### src/rtl/arith_pkg.sv
// Package: shared codes for the multiply/divide unit.
// Assumes a 3-bit register select on the write port.
package arith_pkg;

    // Register select codes; the multiplier and divisor codes act as triggers.
    typedef enum logic [2:0] {
        SEL_MCAND  = 3'd0,
        SEL_MPLIER = 3'd1,
        SEL_DVD_LO = 3'd2,
        SEL_DVD_HI = 3'd3,
        SEL_DVSR   = 3'd4
    } reg_sel_e;

    // Datapath operating mode.
    typedef enum logic [1:0] {
        MODE_IDLE = 2'd0,
        MODE_MUL  = 2'd1,
        MODE_DIV  = 2'd2,
        MODE_DZ   = 2'd3
    } op_mode_e;

endpackage

### src/rtl/arith_operand_regs.sv
// Operand register file. It stores the multiplicand and the two dividend bytes,
// and decodes the trigger writes into single-cycle start pulses.
// Assumes one byte write per cycle. The trigger byte itself goes to the
// datapath through op_byte and is not stored here.
module arith_operand_regs
    import arith_pkg::*;
#(
    parameter int OPW = 8
) (
    input  logic             clk,
    input  logic             rst_n,
    input  logic             wr_en,
    input  logic [2:0]       wr_sel,
    input  logic [OPW-1:0]   wr_data,
    output logic [OPW-1:0]   mcand,
    output logic [2*OPW-1:0] dividend,
    output logic [OPW-1:0]   op_byte,
    output logic             go_mul,
    output logic             go_div
);

    // Decode the trigger writes; they take effect at the same edge.
    always_comb begin
        go_mul  = wr_en && (wr_sel == SEL_MPLIER);
        go_div  = wr_en && (wr_sel == SEL_DVSR);
        op_byte = wr_data;
    end

    // Capture the non-trigger operand bytes.
    always_ff @(posedge clk) begin
        if (!rst_n) begin
            mcand    <= '0;
            dividend <= '0;
        end else if (wr_en) begin
            case (wr_sel)
                SEL_MCAND:  mcand               <= wr_data;
                SEL_DVD_LO: dividend[OPW-1:0]   <= wr_data;
                SEL_DVD_HI: dividend[2*OPW-1:OPW] <= wr_data;
                default: ;
            endcase
        end
    end

endmodule

### src/rtl/arith_step_ctrl.sv
// Step sequencer. It raises busy on a start pulse and counts one step per cycle.
// It drops busy after OPW steps for a multiply or 2*OPW steps for a divide.
// Assumes that a start pulse always takes priority and restarts the count.
module arith_step_ctrl #(
    parameter int OPW = 8
) (
    input  logic clk,
    input  logic rst_n,
    input  logic go_mul,
    input  logic go_div,
    output logic busy
);

    localparam int CW = $clog2(2 * OPW + 1);
    localparam logic [CW-1:0] MUL_LAST = CW'(OPW - 1);
    localparam logic [CW-1:0] DIV_LAST = CW'(2 * OPW - 1);

    logic [CW-1:0] cnt;
    logic [CW-1:0] last;

    // Count steps and clear busy after the final one.
    always_ff @(posedge clk) begin
        if (!rst_n) begin
            busy <= 1'b0;
            cnt  <= '0;
            last <= '0;
        end else if (go_mul || go_div) begin
            busy <= 1'b1;
            cnt  <= '0;
            last <= go_div ? DIV_LAST : MUL_LAST;
        end else if (busy) begin
            if (cnt == last) begin
                busy <= 1'b0;
            end else begin
                cnt <= cnt + 1'b1;
            end
        end
    end

endmodule

### src/rtl/arith_datapath.sv
// Arithmetic datapath. It does a shift-add multiply and a restoring divide,
// one bit per step_en cycle. The result register doubles as the product
// accumulator and the partial remainder, and the quotient register shifts
// in the quotient bits.
// Assumes step_en is high for exactly the number of steps the operation needs.
module arith_datapath
    import arith_pkg::*;
#(
    parameter int OPW = 8
) (
    input  logic             clk,
    input  logic             rst_n,
    input  logic             go_mul,
    input  logic             go_div,
    input  logic             step_en,
    input  logic [OPW-1:0]   mcand,
    input  logic [OPW-1:0]   op_byte,
    input  logic [2*OPW-1:0] dividend,
    output logic [2*OPW-1:0] quot,
    output logic [2*OPW-1:0] res
);

    localparam int RW = 2 * OPW;

    op_mode_e       mode;
    logic [RW-1:0]  mc_sh;
    logic [OPW-1:0] mp_sh;
    logic [OPW-1:0] dvsr;
    logic [OPW:0]   trial;
    logic [OPW:0]   diff;
    logic           fits;

    // Form the restoring trial subtraction for one divide step.
    always_comb begin
        trial = {res[OPW-1:0], quot[RW-1]};
        diff  = trial - {1'b0, dvsr};
        fits  = (trial >= {1'b0, dvsr});
    end

    // Load operands on a start pulse, else advance one step.
    always_ff @(posedge clk) begin
        if (!rst_n) begin
            mode  <= MODE_IDLE;
            mc_sh <= '0;
            mp_sh <= '0;
            dvsr  <= '0;
            quot  <= '0;
            res   <= '0;
        end else if (go_mul) begin
            mode  <= MODE_MUL;
            mc_sh <= {{OPW{1'b0}}, mcand};
            mp_sh <= op_byte;
            quot  <= {{OPW{1'b0}}, mcand};
            res   <= '0;
        end else if (go_div) begin
            dvsr <= op_byte;
            if (op_byte == '0) begin
                mode <= MODE_DZ;
                quot <= '1;
                res  <= dividend;
            end else begin
                mode <= MODE_DIV;
                quot <= dividend;
                res  <= '0;
            end
        end else if (step_en) begin
            case (mode)
                MODE_MUL: begin
                    if (mp_sh[0]) res <= res + mc_sh;
                    mc_sh <= mc_sh << 1;
                    mp_sh <= mp_sh >> 1;
                end
                MODE_DIV: begin
                    res  <= {{OPW{1'b0}}, (fits ? diff[OPW-1:0] : trial[OPW-1:0])};
                    quot <= {quot[RW-2:0], fits};
                end
                default: ;
            endcase
        end
    end

endmodule

### src/rtl/arith_muldiv_regs.sv
// Top of the register-mapped multiply/divide unit. It ties together the
// operand registers, the step sequencer and the arithmetic datapath.
// Assumes a single writer with one-cycle write strobes.
module arith_muldiv_regs #(
    parameter int OPW = 8
) (
    input  logic             clk,
    input  logic             rst_n,
    input  logic             wr_en,
    input  logic [2:0]       wr_sel,
    input  logic [OPW-1:0]   wr_data,
    output logic             busy_o,
    output logic [2*OPW-1:0] quot_o,
    output logic [2*OPW-1:0] res_o
);

    logic [OPW-1:0]   mcand;
    logic [2*OPW-1:0] dividend;
    logic [OPW-1:0]   op_byte;
    logic             go_mul;
    logic             go_div;

    arith_operand_regs #(.OPW(OPW)) u_regs (
        .clk      (clk),
        .rst_n    (rst_n),
        .wr_en    (wr_en),
        .wr_sel   (wr_sel),
        .wr_data  (wr_data),
        .mcand    (mcand),
        .dividend (dividend),
        .op_byte  (op_byte),
        .go_mul   (go_mul),
        .go_div   (go_div)
    );

    arith_step_ctrl #(.OPW(OPW)) u_ctrl (
        .clk    (clk),
        .rst_n  (rst_n),
        .go_mul (go_mul),
        .go_div (go_div),
        .busy   (busy_o)
    );

    arith_datapath #(.OPW(OPW)) u_dp (
        .clk      (clk),
        .rst_n    (rst_n),
        .go_mul   (go_mul),
        .go_div   (go_div),
        .step_en  (busy_o),
        .mcand    (mcand),
        .op_byte  (op_byte),
        .dividend (dividend),
        .quot     (quot_o),
        .res      (res_o)
    );

endmodule

### config.mk
export PLATFORM = sky130hd
export DESIGN_NAME = arith_muldiv_regs
export DESIGN_NICKNAME = d
export VERILOG_FILES = /design/src/rtl/arith_pkg.sv /design/src/rtl/arith_operand_regs.sv /design/src/rtl/arith_step_ctrl.sv /design/src/rtl/arith_datapath.sv /design/src/rtl/arith_muldiv_regs.sv
export SDC_FILE = /design/constraint.sdc
export NUM_CORES = 1
export LEC_CHECK = 0
export BUFFER_PORTS_ARGS = -buffer_cell sky130_fd_sc_hd__buf_2
export CAP_MARGIN = 10
export CORE_AREA = 2 2 165 118
export DETAILED_ROUTE_END_ITERATION = 8
export DIE_AREA = 0 0 167 120
export PLACE_DENSITY = 0.55
export REMOVE_ABC_BUFFERS = 1
export SYNTH_ARGS = -nofsm -noshare
export SYNTH_HDL_FRONTEND = slang
export SYNTH_SLANG_ARGS = --single-unit
### constraint.sdc
create_clock -name clk -period 6.3 [get_ports clk]
set_input_delay 0.63 -clock clk [delete_from_list [all_inputs] [get_ports clk]]
set_output_delay 0.63 -clock clk [all_outputs]
set_load 0.005 [all_outputs]
## Yosys cells after proc, flatten, opt, wreduce, memory -nomap -nowiden

Index checks and enable logic that the tools add are counted.

- Output and inout bits: 33
- Register bits: 101
- Memory bits (read-only): 0
- Bits of input ports: 14
- Bits in writable memories: 0
- Word-level logic and storage cells: 83
- Bits in latches: 0
- Memories kept: 0

- Muxes and demuxes: 26
- $add $sub $neg: 3
- Equal/unequal tests: 9
- Shift-type cells: 0
- $lt $le $gt $ge: 1
- Bitwise gates (word level): 4
- Multipliers: 0
- Reduce and logical (&&, ||, !) cells: 25
- Div/mod/pow operators: 0

Operators with widths:

| kind | count |
|---|---|
| $mux 16 | 8 |
| $mux 8 | 10 |
| $pmux 16 s2 | 1 |
| $add 16x16->16 | 1 |
| $reduce_and 2->1 | 7 |
| $reduce_bool 2->1 | 5 |
| $ge 9x8->1 | 1 |
| $reduce_and 3->1 | 3 |
| $reduce_bool 3->1 | 3 |
| $logic_not 8->1 | 1 |
| $sub 8x8->8 | 1 |
| $eq 3x2->1 const B | 2 |
| $mux 1 | 6 |
| $add 5x1->5 const B | 1 |
| $eq 5x5->1 | 1 |
| $mux 4 | 1 |
| $not 1->1 | 4 |
| $reduce_or 2->1 | 2 |
| $eq 3x1->1 const B | 1 |
| $eq 3x3->1 const B | 1 |
| $logic_not 3->1 | 1 |
| $ne 3x2->1 const B | 1 |
| $eq 2x1->1 const B | 1 |
| $eq 2x2->1 const B | 1 |
| other kinds (3) | 4 |

## Depth between registers and ports, before layout

Gate-level depths: netlist (run 1).

- Word-level depth: 5
- Gate-level depth with buffers: 10
- Depth with buffers taken out: 9

## Hierarchy

A second synthesis (run 1) with hierarchy kept.

- Cell total of the unflattened synthesis: 637
- Area, all modules: 5315.1 um^2

By module, submodules not included:

| module | times used | cells an instance | sequential area each (um^2) | area each (um^2) |
|---|---|---|---|---|
| arith_datapath | 1 | 494 | 1321.3 | 3923.8 |
| arith_operand_regs | 1 | 100 | 480.5 | 983.4 |
| arith_step_ctrl | 1 | 43 | 160.2 | 407.9 |

## Least setup slack after synthesis (run 1)

No wires, ideal clock.

- Kind: flip-flop to flip-flop
- From: register u_dp.res[0]
- To: register u_dp.res[10]
- Data required time: 6177 ps
- Setup time: 123 ps
- Path buffers: 0
- Setup slack: 4039 ps
- Cell stages (with the launch flop): 9
- Arrival time: 2138 ps
- Clock period less this slack: 2261 ps
- Cells stage by stage: dfxtp_1 > ha_1 > fa_1 > a21o_1 > a221oi_1 > o31ai_1 > xnor2_1 > a221oi_1 > nor2_1

- Longest elaborated chain between the ends: 5

RTL lines:

| what | line | RTL |
|---|---|---|
| from (decl) | arith_datapath.sv:20 | `output logic [2*OPW-1:0] res` |
| from (signal assigned) | arith_datapath.sv:60 | `res <= dividend;` |
| from (signal assigned) | arith_datapath.sv:69 | `if (mp_sh[0]) res <= res + mc_sh;` |
| from (signal assigned) | arith_datapath.sv:74 | `res <= {{OPW{1'b0}}, (fits ? diff[OPW-1:0] : trial[OPW-1:0])};` |
| $add 16x16->16 | arith_datapath.sv:69 |  |
| $mux 16 | arith_datapath.sv:69 |  |
| $pmux 16 s2 | arith_datapath.sv:67 | `case (mode)` |
| $mux 16 | arith_datapath.sv:66 | `end else if (step_en) begin` |
| $mux 16 | arith_datapath.sv:55 | `end else if (go_div) begin` |

No other way between the ends. The select of a mux whose other input is x is not followed.
A chain may end at the register's enable or synchronous reset.

## Final worst setup path (run 1)

- From: register u_dp.res[0]
- To: register u_dp.res[12]

The elaborated chain is that of the path after synthesis.

==> impl_metrics.tcl, run 1 <==
set metrics [dict create \
    htree_levels 3 \
    post_layout_min_period_ps 2710 \
    hp-class "flop to flop" \
    layout.filler_cells 1980 \
    worst_pin_slew_ps 1090 \
    flop_and_latch_count_out_of_synthesis 98 \
    start_util_pct 29.4 \
    place_hpwl_um 12000 \
    r2r_slack_ps 3590 \
    cts_root_buf "clkbuf_16" \
    synth-simple-area-share_pct 25.2 \
    overall_via_count_from_detail_route 5113 \
    synthesized_area_fraction_occupied_by_xor_and_xnor_cells_pct 3.37 \
    die_height_um 120 \
    totalNegativeSetupSlack_ps 0 \
    synthesis_warnings 0 \
    vias_in_the_first_global_route 4499 \
    design.die.area_mm2 0.0200 \
    run_status "complete, no violations" \
    yosysUniqueCellTypes 70 \
    pin_count 47 \
    synthesis.area_mm2 0.00546 \
    fin_hold_ws_ps 464 \
    finalMaxSlewViolations 0 \
    rr_worst_depth 8 \
    syn-instance-count 686 \
    fin_nets 747 \
    drv_cap 0 \
    dr.pass1.iters 5 \
    yosys.area_share.adder_pct 6.23 \
    place.gp.congestion 0.804 \
    largest_family_of_logic_cells_by_synthesized_area "simple AND/OR/NAND/NOR gates" \
    finish.utilization_pct 33.2 \
    maximum_buffer_depth_of_the_clock_tree 2 \
    antenna_found_initial 0 \
    worst_slew_margin_rel_pct 27.2 \
    synth_compound_area_share_pct 24.5 \
    grt_remaining_overflow 0 \
    yosys.area.top_type_share_pct 35.9 \
    yosys-top-cells-count "153 x nand2_1, 98 x dfxtp_1, 40 x nor2_1" \
    dominant_cell_by_count_in_the_synthesized_netlist "nand2_1" \
    multiInputGateArea_mm2 0.00328 \
    critical_path.startpoint_type "flop" \
    clock-skew-final_ps 10.9 \
    timing.final.setup_violations 0 \
    synth_top_flop_cell "dfxtp_1" \
    sequential_cell_area_mm2 0.00196 \
    layout-area-overhead-vs-synth_pct 12.8 \
    wl_per_cell_um 17.4 \
    tritoncts.num_buffers 9 \
    die_width_um 167 \
    timing.final.hold_violations 0 \
    drt-initial-drc-count 540 \
    tritoncts_clock_tree "done" \
    worst_setup_path_endpoint "u_dp.res[12]$_SDFFE_PP0P_" \
    crit_reg_reg_startpoint "u_dp.res[0]$_SDFFE_PP0P_" \
    fp.coreArea_mm2 0.0186 \
    via_per_inst 5.36 \
    hp-start "u_dp.dvsr[2]$_SDFFE_PN0P_" \
    ant_nets 0 \
    worstSetupStartpoint "u_dp.res[0]$_SDFFE_PP0P_" \
    fin_crit_sh_pct 43.0 \
    numClockSinks 98 \
    achievable-frequency_ghz 0.369 \
    grtUsageTotal_pct 16.5 \
    power.density_cell_area_mw_per_mm2 220 \
    hold_buffers 0 \
    synth.top_cells.by_area "dfxtp_1 36%, nand2_1 11%, ha_1 5.5%" \
    setup.worst_path.class "flop to flop" \
    critical_path_arrival_ps 2900 \
    grt_first_pass_wirelength_um 25800 \
    share_of_layout_cells_above_drive_strength_1_pct 11.2 \
    routed_wl_um 16600 \
    worst_ep_required_time_ps 6490 \
    clk-insertion-delay-late_ps 350 \
    syn_area_per_cell_um2 7.96 \
    cts_repair_resize_count 0 \
    setup_repair_after_global_routing_missed_its_margin "false" \
    critical_path.max_fanout 5 \
    synth.mux.area_fraction_pct 0.550 \
    port-buffer-count 46 \
    r2r_end "u_dp.res[12]$_SDFFE_PP0P_" \
    maximum_number_of_pins_on_one_net_before_global_route_repair 63 \
    cts_post_setup_buffers_inserted 0 \
    clk_transition_reported_paths_ps 70 \
    ys_async_sr_fraction_pct 0 \
    floorplan.rows 42 \
    post_synth_edffs 0 \
    setup.worst_path.end_class "flop" \
    worst_ir_drop_vdd_uv 145 \
    drt_drc_violations_left 0 \
    leakage_nw 2.48 \
    synth.largest_area_cell "dfxtp_1" \
    antenna-diode-count 0 \
    seq_area_frac_synth_pct 35.9 \
]
## where the power goes
part	switching, mW	internal [mW]	total (mW)
Sequential	0.0169	0.633	0.650
Combinational	0.0911	0.0543	0.145
Clock	0.239	0.319	0.559
Total	0.347	1.01	1.35
## cells by family after synthesis
| logic type | count (synthesis) |
|---|---|
| and+or+nand+nor | 298 |
| AOI/OAI and AO/OA | 186 |
| DFF | 98 |
| buffers and inverters | 54 |
| adders and majority gates | 26 |
| xor gates and xnor gates | 21 |
| muxes | 3 |
## worst min-delay path by stage
stage | depth (start not counted) | slack, ps | endpoint
2_1_floorplan | 2 | 440 | u_dp.dvsr[2]$_SDFFE_PN0P_
3_3_place_gp | 2 | 450 | u_regs.mcand[0]$_SDFFE_PN0P_
3_5_place_dp | 2 | 460 | u_dp.dvsr[2]$_SDFFE_PN0P_
4_1_cts | 2 | 470 | u_dp.dvsr[2]$_SDFFE_PN0P_
5_1_grt | 2 | 490 | u_dp.dvsr[7]$_SDFFE_PN0P_
6_report | 2 | 460 | u_dp.dvsr[2]$_SDFFE_PN0P_
## per-layer routing
layer,global-route usage (%),up-vias,share of wire (%)
met5,0,-,0
li1,-,2487,-
met4,2.91,0,0.65
met1,28.3,2424,56
met2,20.5,187,37
met3,2.41,15,6.7
## metrics by stage
stage / worst slack (ps) / instance area [um2] / power, mW / std cells
3_3_place_gp: 3310 / 5860 / 0.808 / 938
6_report: 3590 / 6160 / 1.35 / 954
3_5_place_dp: 3260 / 5860 / 0.807 / 938
4_1_cts: 3600 / 6160 / 1.36 / 954
5_1_grt: 3280 / 6160 / 1.40 / 954
2_1_floorplan: 1960 / 5280 / 0.749 / 645
## sequential cells by signal (all words and copies together) (netlist names), 5 cells and up
signal / count
u_dp.mp_sh: 8
u_dp.quot: 16
u_regs.mcand: 8
u_ctrl.cnt: 5
u_regs.dividend: 16
u_dp.dvsr: 8
u_dp.res: 16
u_dp.mc_sh: 16
## worst max-delay path, cell delays in order, from the launching register on
cell and delay, ps:
dfxtp_1 360, ha_1 270, fa_1 410, a21o_1 190, a221oi_1 550, o31ai_1 230
a31oi_1 240, xor2_1 220, o22ai_1 100
## cell usage in the layout (no fill, tap or decap), types with 3 or more instances in the layout
master and instances:
nand2_1 153, dfxtp_1 98, buf_2 46, nor2_1 40, a21boi_0 36, a21oi_1 32, o21ai_0 26, ha_1 24
nand3_1 23, nor3_1 18, o211a_1 15, nor2b_1 14, inv_1 13, a221oi_1 13, nand4_1 12, xor2_1 12
xnor2_1 9, clkbuf_16 9, a21o_1 7, o211ai_1 7, a31oi_1 7, and3_1 6, nand2b_1 6, o21a_1 5
a22oi_1 5, o22ai_1 5, buf_4 5, and2_1 4, a211oi_1 4, a211o_1 4, or3b_2 3, mux2i_1 3
## cell type report
cell class	instances	share of cell area (%)
clock buffer	12	4.00
clock inverter	4	0.833
inverter	13	0.792
multi-input combinational	534	53.3
sequential	98	31.8
tap	242	4.91
timing repair buffer	51	4.35
Note: power is estimated with default switching activity, not from simulation.
==> inputs of run 2 (changes only) <==
- PLACE_DENSITY: 0.55 -> 0.57
- clock period: 6.3 -> 2.3 ns (I/O delays scaled with it)
==> impl_metrics.tcl, run 2 (synthesized netlist as in run 1, its figures left out) <==
set metrics [dict create \
    clk-insertion-delay-late_ps 350 \
    place.gp.congestion 0.878 \
    htree_levels 3 \
    worst_slew_margin_rel_pct 57.6 \
    drt_drc_violations_left 0 \
    finalMaxSlewViolations 0 \
    maximum_buffer_depth_of_the_clock_tree 2 \
    worst_ir_drop_vdd_uv 387 \
    start_util_pct 29.4 \
    timing.final.setup_violations 0 \
    grt_remaining_overflow 0 \
    clk_transition_reported_paths_ps 80 \
    wl_per_cell_um 17.5 \
    worst_ep_required_time_ps 2580 \
    antenna_found_initial 0 \
    place_hpwl_um 12900 \
    fin_hold_ws_ps 221 \
    placement.cell_area_mm2 0.00628 \
    floorplan.rows 42 \
    critical_path.max_fanout 2 \
    overall_via_count_from_detail_route 5299 \
    pin_count 47 \
    setup.worst_path.end_class "flop" \
    dr.pass1.iters 6 \
    run_status "complete, no violations" \
    routed_wl_um 17600 \
    final_cell_area_mm2 0.00670 \
    worst_pin_slew_ps 633 \
    via_per_inst 5.27 \
    port-buffer-count 46 \
    setup_repair_after_global_routing_missed_its_margin "true" \
    finish.utilization_pct 36.1 \
    placed_cells 989 \
    numClockSinks 98 \
    fp.coreArea_mm2 0.0186 \
    layout_commonest_cell "nand2_1" \
    share_of_layout_cells_above_drive_strength_1_pct 19.9 \
    drt-initial-drc-count 547 \
    antenna-diode-count 0 \
    clock-skew-final_ps 8.54 \
    tritoncts.num_buffers 9 \
    ant_nets 0 \
    drv_cap 0 \
    tritoncts_clock_tree "done" \
    fin_nets 798 \
    die_width_um 167 \
    vias_in_the_first_global_route 4630 \
    power.density_cell_area_mw_per_mm2 600 \
    cts_post_setup_buffers_inserted 0 \
    design.die.area_mm2 0.0200 \
    achievable-frequency_ghz 0.450 \
    layout-area-overhead-vs-synth_pct 22.7 \
    die_height_um 120 \
    maximum_number_of_pins_on_one_net_before_global_route_repair 52 \
    setup.worst_path.class "flop to flop" \
    hold_buffers 0 \
    totalPowerFinal_mw 4.02 \
    leakage_nw 2.78 \
    timing.final.hold_violations 0 \
    grtUsageTotal_pct 17.4 \
    critical_path_arrival_ps 2500 \
    grt_first_pass_wirelength_um 27300 \
    hp-class "primary input to flop" \
    instances_no_fill 1005 \
    cts_root_buf "clkbuf_16" \
    fin_crit_sh_pct 96.6 \
    critical_path.startpoint_type "flop" \
    most-common-layout-cells "153 x nand2_1, 92 x dfxtp_1, 53 x buf_4, 46 x buf_2, 40 x nor2_1" \
    post_layout_min_period_ps 2220 \
    r2r_slack_ps 80 \
]
==> run 2: cell count changes in the layout (fill, tap and decap cells not counted), moves of 3 or more <==
cell     change
dfxtp_2      +6
ha_2         +3
dfxtp_1      -6
ha_1         -3
buf_12       +3
buf_4       +48
==> run 2: what timing repair did <==
item                                    4_1_cts  5_1_grt
gates cloned                                  0        0
resized for setup                             1       23
pin swaps                                     0        9
endpoints found under the setup margin        4       12
==> run 2: metrics by stage <==
stage | TNS [ps] | setup WS, ps
2_1_floorplan | -55180 | -1640
3_3_place_gp | 0 | 22.1
3_5_place_dp | -31.9 | -21.4
4_1_cts | 0 | 7.38
5_1_grt | -36.4 | -36.4
6_report | 0 | 78.6
==> run 2: power by group <==
part / internal (mW) / switching, mW
Clock: 0.977 / 0.752
Sequential: 1.73 / 0.0415
Combinational: 0.226 / 0.290
==> run 2: worst paths after layout <==
path         cells past startpoint                      start                            to
max                              8  u_dp.dvsr[3]$_SDFFE_PN0P_      u_dp.res[7]$_SDFFE_PP0P_
min                              3                 wr_data[0]  u_regs.mcand[0]$_SDFFE_PN0P_
max reg2reg                      8  u_dp.dvsr[3]$_SDFFE_PN0P_      u_dp.res[7]$_SDFFE_PP0P_
min reg2reg                      2  u_dp.dvsr[6]$_SDFFE_PN0P_     u_dp.dvsr[6]$_SDFFE_PN0P_
==> run 2: critical path, cell delays in order, from the launching register on <==
cell	delay [ps]
dfxtp_1	350
inv_1	60
ha_1	300
a21o_1	220
a21oi_4	180
o21ai_1	110
a211o_1	300
or4_1	500
a31oi_1	130
==> run 2: cell type report <==
| type | instances | area [um2] |
|---|---|---|
| Clock inverter | 7 | 113 |
| Clock buffer | 9 | 225 |
| Tap cell | 242 | 303 |
| Multi-Input combinational cell | 534 | 3350 |
| Timing Repair Buffer | 102 | 688 |
| Inverter | 13 | 48.8 |
| Fill cell | 1956 | 11800 |
| Sequential cell | 98 | 1970 |
==> run 2: routing by layer <==
layer	part of all wire [%]	track usage [%]
met3	6.7	3.73
met2	37	21.1
met5	0	0
met1	56	29.7
met4	0.83	2.86
==> inputs of run 3 (changes only) <==
- ABC_AREA: default -> 1
- BUFFER_PORTS_ARGS: -buffer_cell sky130_fd_sc_hd__buf_2 -> default
- CORE_AREA: 2 2 165 118 -> 2 2 166 119
- DIE_AREA: 0 0 167 120 -> 0 0 168 121
- DONT_BUFFER_PORTS: default -> 1
- PLACE_DENSITY: 0.57 -> 0.55
==> impl_metrics.tcl, run 3 <==
set metrics [dict create \
    run_status "complete, no violations" \
    grtUsageTotal_pct 17.2 \
    floorplan.rows 42 \
    overall_via_count_from_detail_route 5384 \
    worst_ep_required_time_ps 2550 \
    grt_remaining_overflow 0 \
    maximum_buffer_depth_of_the_clock_tree 2 \
    fin_crit_sh_pct 89.4 \
    syn_area_per_cell_um2 6.60 \
    share_of_layout_cells_above_drive_strength_1_pct 5.28 \
    wl_per_cell_um 15.4 \
    timing.final.setup_violations 0 \
    p_int_mw 2.72 \
    post_layout_min_period_ps 2060 \
    achievable-frequency_ghz 0.486 \
    power_frac_comb_pct 11.8 \
    power.switching_fraction_pct 27.3 \
    clk-insertion-delay-late_ps 340 \
    worst_pin_slew_ps 827 \
    layout_commonest_cell "nand2_1" \
    antenna_found_initial 0 \
    clock_power_share_pct 40.5 \
    flop_and_latch_count_out_of_synthesis 98 \
    drt_drc_violations_left 0 \
    layout-area-overhead-vs-synth_pct 11.3 \
    critical_path.startpoint_type "flop" \
    synth.top_cells.by_area "dfxtp_1 35%, nand2_1 14%, inv_1 8.4%" \
    design.die.area_mm2 0.0203 \
    synth.largest_area_cell "dfxtp_1" \
    yosys-top-cells-count "211 x nand2_1, 125 x inv_1, 98 x dfxtp_1" \
    yosysUniqueCellTypes 35 \
    seq_area_frac_synth_pct 35.2 \
    fin_hold_ws_ps 28.1 \
    critical_path_arrival_ps 2300 \
    antenna-diode-count 0 \
    tritoncts.num_buffers 9 \
    synth_top_flop_cell "dfxtp_1" \
    power.switching_mw 1.02 \
    dominant_cell_by_count_in_the_synthesized_netlist "nand2_1" \
    pin_count 47 \
    ys_async_sr_fraction_pct 0 \
    die_height_um 121 \
    drv_cap 0 \
    setup.worst_path.end_class "flop" \
    setup.worst_path.class "flop to flop" \
    fp.coreArea_mm2 0.0187 \
    timing.final.hold_violations 0 \
    maximum_number_of_pins_on_one_net_before_global_route_repair 35 \
    place_hpwl_um 12900 \
    power.density_cell_area_mw_per_mm2 604 \
    setup_repair_after_global_routing_missed_its_margin "false" \
    dr.pass1.iters 5 \
    hp-class "primary input to flop" \
    leakage_nw 2.83 \
    final_cell_area_mm2 0.00619 \
    vias_in_the_first_global_route 4811 \
    yosys.area.top_type_share_pct 35.2 \
    grt_first_pass_wirelength_um 27400 \
    critical_path.max_fanout 10 \
    most-common-layout-cells "211 x nand2_1, 125 x inv_1, 98 x dfxtp_1, 87 x a21oi_1, 83 x o21ai_0" \
    start_util_pct 29.8 \
    drt-initial-drc-count 435 \
    routed_wl_um 16900 \
    via_per_inst 4.92 \
    numClockSinks 98 \
    htree_levels 3 \
    register_share_of_total_power_pct 47.7 \
    worst_slew_margin_rel_pct 44.8 \
    ant_nets 0 \
    synthesis.area_mm2 0.00557 \
    port-buffer-count 0 \
    synthesis_warnings 0 \
    cts_root_buf "clkbuf_16" \
    finalMaxSlewViolations 0 \
    die_width_um 168 \
    clk_transition_reported_paths_ps 70 \
    totalNegativeSetupSlack_ps 0 \
    clock-skew-final_ps 5.18 \
    syn-instance-count 844 \
    worst_ir_drop_vdd_uv 361 \
    finish.utilization_pct 33.2 \
    place.gp.congestion 0.846 \
    post_synth_edffs 0 \
    fin_nets 887 \
    tritoncts_clock_tree "done" \
    placement.cell_area_mm2 0.00589 \
]
## run 3: final timing paths
| kind | startpoint | end | slack [ps] | cells past startpoint |
|---|---|---|---|---|
| min | rst_n | u_regs.dividend[7]$_SDFFE_PN0P_ | 30 | 2 |
| min reg2reg | u_dp.mp_sh[7]$_SDFFE_PN0P_ | u_dp.mp_sh[7]$_SDFFE_PN0P_ | 470 | 2 |
| max | u_dp.res[3]$_SDFFE_PP0P_ | u_dp.quot[0]$_SDFFE_PN0P_ | 240 | 11 |
| max reg2reg | u_dp.res[3]$_SDFFE_PP0P_ | u_dp.quot[0]$_SDFFE_PN0P_ | 240 | 11 |
## run 3: worst max-delay path, stage by stage, from the launching register on
cell,delay (ps)
dfxtp_1,440
ha_1,320
nand2_1,140
inv_1,50
nand2_1,90
nand3_1,110
nand2_1,210
nand2_2,190
nand2_1,120
nand4_1,140
nand2_1,100
inv_1,40
## run 3: area by class of cell
type                       count  area (um2)
fill                        2054       12500
clock buffer                  12         267
tap                          242         303
clock inverter                 4        32.5
timing repair buffer          19         145
sequential                    98        1960
inverter                     130         488
multi-input combinational    589        3000
## run 3: metal layers
metal | wire, um | track usage, % | part of all wire (%)
met4 | 118 | 3.04 | 0.70
met5 | 0 | 0 | 0
met2 | 6250 | 22.3 | 37
met1 | 9120 | 27.5 | 54
met3 | 1420 | 4.83 | 8.4
## run 3: logic make-up (layout without fill, tap and decap cells)
kind of cell | count (synthesis) | in the layout | synth area share, %
xor gates and xnor gates | 6 | 6 | 0.944
buffers and inverters | 157 | 165 | 11.0
and+or+nand+nor | 358 | 358 | 27.2
adders and majority gates | 26 | 26 | 6.11
AOI/OAI and AO/OA | 199 | 199 | 19.5
DFF | 98 | 98 | 35.2
## run 3: what timing repair did
action,4_1_cts,5_1_grt
resized for setup,0,0
setup buffers,0,0
hold endpoints to repair,1,0
hold buffers,1,0
## run 3: power groups by stage
stage          Combinational [mW]  Sequential [mW]  Clock [mW]
5_1_grt                     0.507             1.79        1.62
3_3_place_gp                0.434             1.82           0
2_1_floorplan               0.312             1.81           0
4_1_cts                     0.438             1.79        1.56
3_5_place_dp                0.434             1.82           0
6_report                    0.441             1.78        1.52
## run 3: stage by stage
stage,setup slack (ps),std cells,power [mW]
2_1_floorplan,-82.5,817,2.12
3_3_place_gp,329,1077,2.26
3_5_place_dp,282,1077,2.26
4_1_cts,267,1094,3.78
5_1_grt,60.4,1094,3.92
6_report,244,1094,3.74
